<file path="config.mk">
export PLATFORM = sky130hd
export DESIGN_NAME = ckdiv_multibank
export DESIGN_NICKNAME = d
export VERILOG_FILES = /design/src/rtl/ckdiv_pkg.sv /design/src/rtl/ckdiv_tick_src.sv /design/src/rtl/ckdiv_bank.sv /design/src/rtl/ckdiv_multibank.sv
export SDC_FILE = /design/constraint.sdc
export NUM_CORES = 1
export LEC_CHECK = 0
export BUFFER_PORTS_ARGS = -buffer_cell sky130_fd_sc_hd__buf_2
export CAP_MARGIN = 40
export CORE_MARGIN = 1
export CORE_UTILIZATION = 47
export CTS_CLUSTER_DIAMETER = 200
export DETAILED_ROUTE_END_ITERATION = 7
export GPL_TIMING_DRIVEN = 0
export PLACE_DENSITY = 0.74
export SYNTH_ARGS = -nofsm -noshare
export SYNTH_HDL_FRONTEND = slang
export SYNTH_HIERARCHICAL = 1
export SYNTH_SLANG_ARGS = --single-unit
export TNS_END_PERCENT = 30
</file>
<file path="constraint.sdc">
create_clock -name clk -period 1.9 [get_ports clk]
set_clock_uncertainty 0.15 [all_clocks]
set_input_delay 0.475 -clock clk [delete_from_list [all_inputs] [get_ports clk]]
set_output_delay 0.475 -clock clk [all_outputs]
set_load 0.01 [all_outputs]
</file>
<file path="src/rtl/ckdiv_pkg.sv">
package ckdiv_pkg;

  function automatic int max2(input int a, input int b);
    return (a > b) ? a : b;
  endfunction

  function automatic int cnt_width(input int max_half);
    return (max_half > 1) ? $clog2(max_half) : 1;
  endfunction

endpackage

</file>
<file path="src/rtl/ckdiv_tick_src.sv">
module ckdiv_tick_src #(
  parameter int SYNC_STAGES = 2
) (
  input  logic clk,
  input  logic rst,
  input  logic hold,
  input  logic ref_in,
  input  logic bypass_en,
  input  logic range_sel,
  output logic tick
);

  logic [SYNC_STAGES:0] ref_sh;
  logic                 ref_edge;
  logic                 src_tick;
  logic                 range_l;
  logic                 pre_ph;

  // Reference synchronizer plus one extra stage for edge detection
  always_ff @(posedge clk) begin
    if (rst) ref_sh <= '0;
    else     ref_sh <= {ref_sh[SYNC_STAGES-1:0], ref_in};
  end

  assign ref_edge = ref_sh[SYNC_STAGES-1] & ~ref_sh[SYNC_STAGES];
  assign src_tick = bypass_en ? ref_edge : 1'b1;

  // Prescaler: range select captured while held, phase cleared while held
  always_ff @(posedge clk) begin
    if (hold) begin
      range_l <= range_sel;
      pre_ph  <= 1'b0;
    end else if (src_tick) begin
      pre_ph  <= ~pre_ph;
    end
  end

  assign tick = src_tick & (range_l ? ~pre_ph : 1'b1);

endmodule

</file>
<file path="src/rtl/ckdiv_bank.sv">
module ckdiv_bank #(
  parameter int N_OUT = 1,
  parameter int HALF0 = 2,
  parameter int HALF1 = 3
) (
  input  logic             clk,
  input  logic             hold,
  input  logic             tick,
  input  logic             sel,
  output logic [N_OUT-1:0] q
);

  localparam int HMAX = ckdiv_pkg::max2(HALF0, HALF1);
  localparam int CW   = ckdiv_pkg::cnt_width(HMAX);

  logic          sel_l;
  logic [CW-1:0] cnt;
  logic [CW-1:0] reload;
  logic          ph;

  assign reload = sel_l ? CW'(HALF1 - 1) : CW'(HALF0 - 1);

  // Down counter: at zero it reloads and flips the phase, so the first
  // tick after release raises the output immediately.
  always_ff @(posedge clk) begin
    if (hold) begin
      sel_l <= sel;
      cnt   <= '0;
      ph    <= 1'b0;
    end else if (tick) begin
      if (cnt == '0) begin
        cnt <= reload;
        ph  <= ~ph;
      end else begin
        cnt <= cnt - 1'b1;
      end
    end
  end

  for (genvar g = 0; g < N_OUT; g++) begin : g_fan
    assign q[g] = ph;
  end

endmodule

</file>
<file path="src/rtl/ckdiv_multibank.sv">
module ckdiv_multibank #(
  parameter int NA          = 5,
  parameter int NB          = 4,
  parameter int NC          = 2,
  parameter int A_HALF0     = 2,
  parameter int A_HALF1     = 3,
  parameter int B_HALF0     = 2,
  parameter int B_HALF1     = 1,
  parameter int C_HALF0     = 1,
  parameter int C_HALF1     = 2,
  parameter int SYNC_STAGES = 2
) (
  input  logic          clk,
  input  logic          rst,
  input  logic          ref_in,
  input  logic          bypass_en,
  input  logic          range_sel,
  input  logic          out_dis,
  input  logic          sel_a,
  input  logic          sel_b,
  input  logic          sel_c,
  output logic [NA-1:0] qa,
  output logic [NB-1:0] qb,
  output logic [NC-1:0] qc,
  output logic          oe_a,
  output logic          oe_b,
  output logic          oe_c
);

  logic hold;
  logic tick;
  logic [2:0] oe_r;

  assign hold = rst | out_dis;

  ckdiv_tick_src #(.SYNC_STAGES(SYNC_STAGES)) u_src (
    .clk       (clk),
    .rst       (rst),
    .hold      (hold),
    .ref_in    (ref_in),
    .bypass_en (bypass_en),
    .range_sel (range_sel),
    .tick      (tick)
  );

  ckdiv_bank #(.N_OUT(NA), .HALF0(A_HALF0), .HALF1(A_HALF1)) u_bank_a (
    .clk(clk), .hold(hold), .tick(tick), .sel(sel_a), .q(qa)
  );

  ckdiv_bank #(.N_OUT(NB), .HALF0(B_HALF0), .HALF1(B_HALF1)) u_bank_b (
    .clk(clk), .hold(hold), .tick(tick), .sel(sel_b), .q(qb)
  );

  ckdiv_bank #(.N_OUT(NC), .HALF0(C_HALF0), .HALF1(C_HALF1)) u_bank_c (
    .clk(clk), .hold(hold), .tick(tick), .sel(sel_c), .q(qc)
  );

  always_ff @(posedge clk) begin
    if (hold) oe_r <= '0;
    else      oe_r <= '1;
  end

  assign oe_a = oe_r[0];
  assign oe_b = oe_r[1];
  assign oe_c = oe_r[2];

endmodule

</file>
==> impl_metrics.json <==
{
  "hold_violations": 0,
  "outcome": "complete, no violations",
  "layout-area-overhead-vs-synth_pct": 23.20,
  "final_cells": 105,
  "antenna_found_initial": 0,
  "layout-drive-gt1-share_pct": 53.33,
  "hp-class": "in -> reg",
  "r2r_slack_ps": 220,
  "num_vias": 455,
  "yosys.area.top_type_share_pct": 33.74,
  "synth_area_leaders": "dfxtp_1 34%, edfxtp_1 17%, buf_4 14%",
  "ys_seq_elements": 16,
  "synthTopCellsByCount": "13 x buf_4, 12 x dfxtp_1, 7 x nor2_1",
  "drt-pass1-iter-count": 1,
  "clk_pin_slew_worst_paths_ps": 80,
  "rsz0062_at_grt": "false",
  "io_pins": 23,
  "cp-start-kind": "input pin",
  "yosys_warnings": 6,
  "synth.most_common_cell": "buf_4",
  "antennaDiodeCount": 0,
  "rr_worst_depth": 5,
  "syn_inst": 64,
  "startpoint": "bypass_en",
  "avgSynthCellArea_sq_um": 11.12,
  "drtIter0Drc": 0,
  "vdd_drop_max_mv": 0.5827,
  "fp-row-count": 13,
  "synth_edf_count": 4,
  "leakagePower_nw": 0.4420,
  "ys_seq_area_share_pct": 50.62,
  "synth.distinct_cells": 21,
  "worst_pin_slew_ps": 523.2,
  "drv_slew": 0,
  "grt-ovfl-total": 0,
  "cts_buffer_depth": 2,
  "path_max_fanout": 8,
  "crit_end": "u_bank_c/ph$_SDFFE_PP0P_",
  "start_util_pct": 52.73,
  "grt_start_max_net_pins": 17,
  "grt_pass1_wl_um": 1483,
  "htree_levels": 1,
  "numClockSinks": 16,
  "maxCapViolations": 0,
  "worstSetupPathType": "in -> reg",
  "grt_pass1_vias": 373,
  "core_sq_um": 1350,
  "synth.net_count": 73,
  "async_reset_ff_share_pct": 0,
  "clockRootBuffer": "clkbuf_4",
  "endpoint_kind": "flop",
  "drc": 0,
  "placedCellCount": 101,
  "fmax_mhz": 591.5,
  "relSlewSlack_pct": 65.12,
  "detail_route.wl_per_cell_um": 9.248,
  "port_buffers": 22,
  "ctsResizeCount": 0,
  "post-route-period-util_pct": 88.98,
  "cts_setup_buffers": 0,
  "required_ps": 1920,
  "r2r_end": "u_bank_c/ph$_SDFFE_PP0P_",
  "finalSetupViolCount": 0,
  "drtAntennaViolNets": 0,
  "post-route-min-period_ps": 1691,
  "cts_buffers": 3,
  "p_per_area_nw_per_um2": 813.5,
  "tritoncts": "yes",
  "cp_cell_sequence": "buf_2 > a21boi_2 > a21oi_1 > nor2b_2 > mux2_2",
  "r2r-start": "u_src/ref_sh[2]$_SDFF_PP0_",
  "die_height_um": 40.92,
  "postCtsHoldBufs": 0,
  "slowest_delay_ps": 420,
  "die_area_sq_um": 1674,
  "synth_area_sq_um": 711.9,
  "clkLatencyLatePin_ps": 280,
  "tns_ps": 0,
  "gp_routability_congestion": 0.6552,
  "nets": 100,
  "synth_largest_area_cell": "dfxtp_1",
  "via_per_inst": 4.333,
  "worst_hold_slack_ps": 200.3,
  "synth_ff_type": "dfxtp_1",
  "slowest_stage": "a21oi_1",
  "track_usage_pct": 14.94,
  "finalWirelength_um": 971,
  "fillCellCount": 115,
  "worstPathArrival_ps": 1710,
  "dieWidth_um": 40.92
}
==> worst min-delay path by stage <==
stage	cells after the start	startpoint	end	slack, ps
finish	2	out_dis	oe_r[1]$_DFF_P_	200
global route	1	range_sel	u_src/range_l$_DFFE_PP_	190
CTS	2	out_dis	oe_r[1]$_DFF_P_	190
detailed placement	1	u_src/ref_sh[0]$_SDFF_PP0_	u_src/ref_sh[1]$_SDFF_PP0_	280
global placement	1	u_src/ref_sh[0]$_SDFF_PP0_	u_src/ref_sh[1]$_SDFF_PP0_	270
floorplan	1	u_src/ref_sh[0]$_SDFF_PP0_	u_src/ref_sh[1]$_SDFF_PP0_	260
==> kinds of logic (layout without fill, tap and decap cells) <==
logic type	Yosys count	after routing	synth area share (%)
simple gates	24	24	21.80
flops	16	16	50.62
buf+inv	14	40	14.23
compound gates	5	5	4.920
mux	4	4	7.206
xor+xnor	1	1	1.230
==> registers in the layout, summed over array words and instances, names as in the netlist <==
signal,count
u_src/ref_sh,3
u_bank_a/cnt,2
oe_r,1
u_bank_a/ph,1
u_bank_a/sel_l,1
u_bank_b/cnt,1
u_bank_b/ph,1
u_bank_b/sel_l,1
u_bank_c/cnt,1
u_bank_c/ph,1
u_bank_c/sel_l,1
u_src/pre_ph,1
u_src/range_l,1
==> where the power goes <==
| group | internal (mW) | total [mW] | switching, mW |
|---|---|---|---|
| sequential | 0.370 | 0.384 | 0.0136 |
| combinational | 0.0680 | 0.112 | 0.0440 |
| clock | 0.117 | 0.217 | 0.101 |
==> per-layer routing <==
metal | vias up | GRT usage (%) | wire (um)
li1 | 246 | - | -
met1 | 194 | 15.02 | 426
met2 | 15 | 23.44 | 483
met3 | 0 | 8.152 | 60
met4 | 0 | 10.00 | 0
met5 | - | 0 | 0
==> layout by cell type, fill, tap and decap left out, types with 2 or more instances in the layout <==
master,Yosys,layout
nor2_1,7,7
nand2b_1,3,3
buf_4,13,13
mux2_4,2,2
clkbuf_4,0,3
buf_2,0,22
nor2b_2,2,2
nor2b_1,6,6
dfxtp_1,12,12
a21oi_1,3,3
edfxtp_1,4,4
==> worst max-delay path, delay by kind of cell <==
kind | cells | cell delay (ps)
mux | 1 | 330
buf+inv | 1 | 90
simple gates | 1 | 240
compound gates | 2 | 580
==> metrics by stage <==
step | cell area [sq um] | utilization, % | setup slack (ps) | total power, mW
finish | 877.1 | 64.97 | 209.4 | 0.7135
global route | 877.1 | 64.97 | 62.01 | 0.7553
CTS | 877.1 | 64.97 | 222.3 | 0.7265
detailed placement | 840.8 | 62.28 | -76.96 | 0.5054
global placement | 840.8 | 62.28 | -50.45 | 0.5014
floorplan | 711.9 | - | 210.2 | 0.4704
==> cell type report <==
type                       instances  area (sq um)  share of cell area [%]
timing repair buffer              22         110.1                   12.55
inverter                           1         3.754                  0.4280
clock buffer                       4         36.28                   4.137
multi-input combinational         34         250.2                   28.53
buffer                            13         97.59                   11.13
sequential                        16         360.3                   41.08
tap                               15         18.77                   2.140
Power figures use the tool's default switching activity.
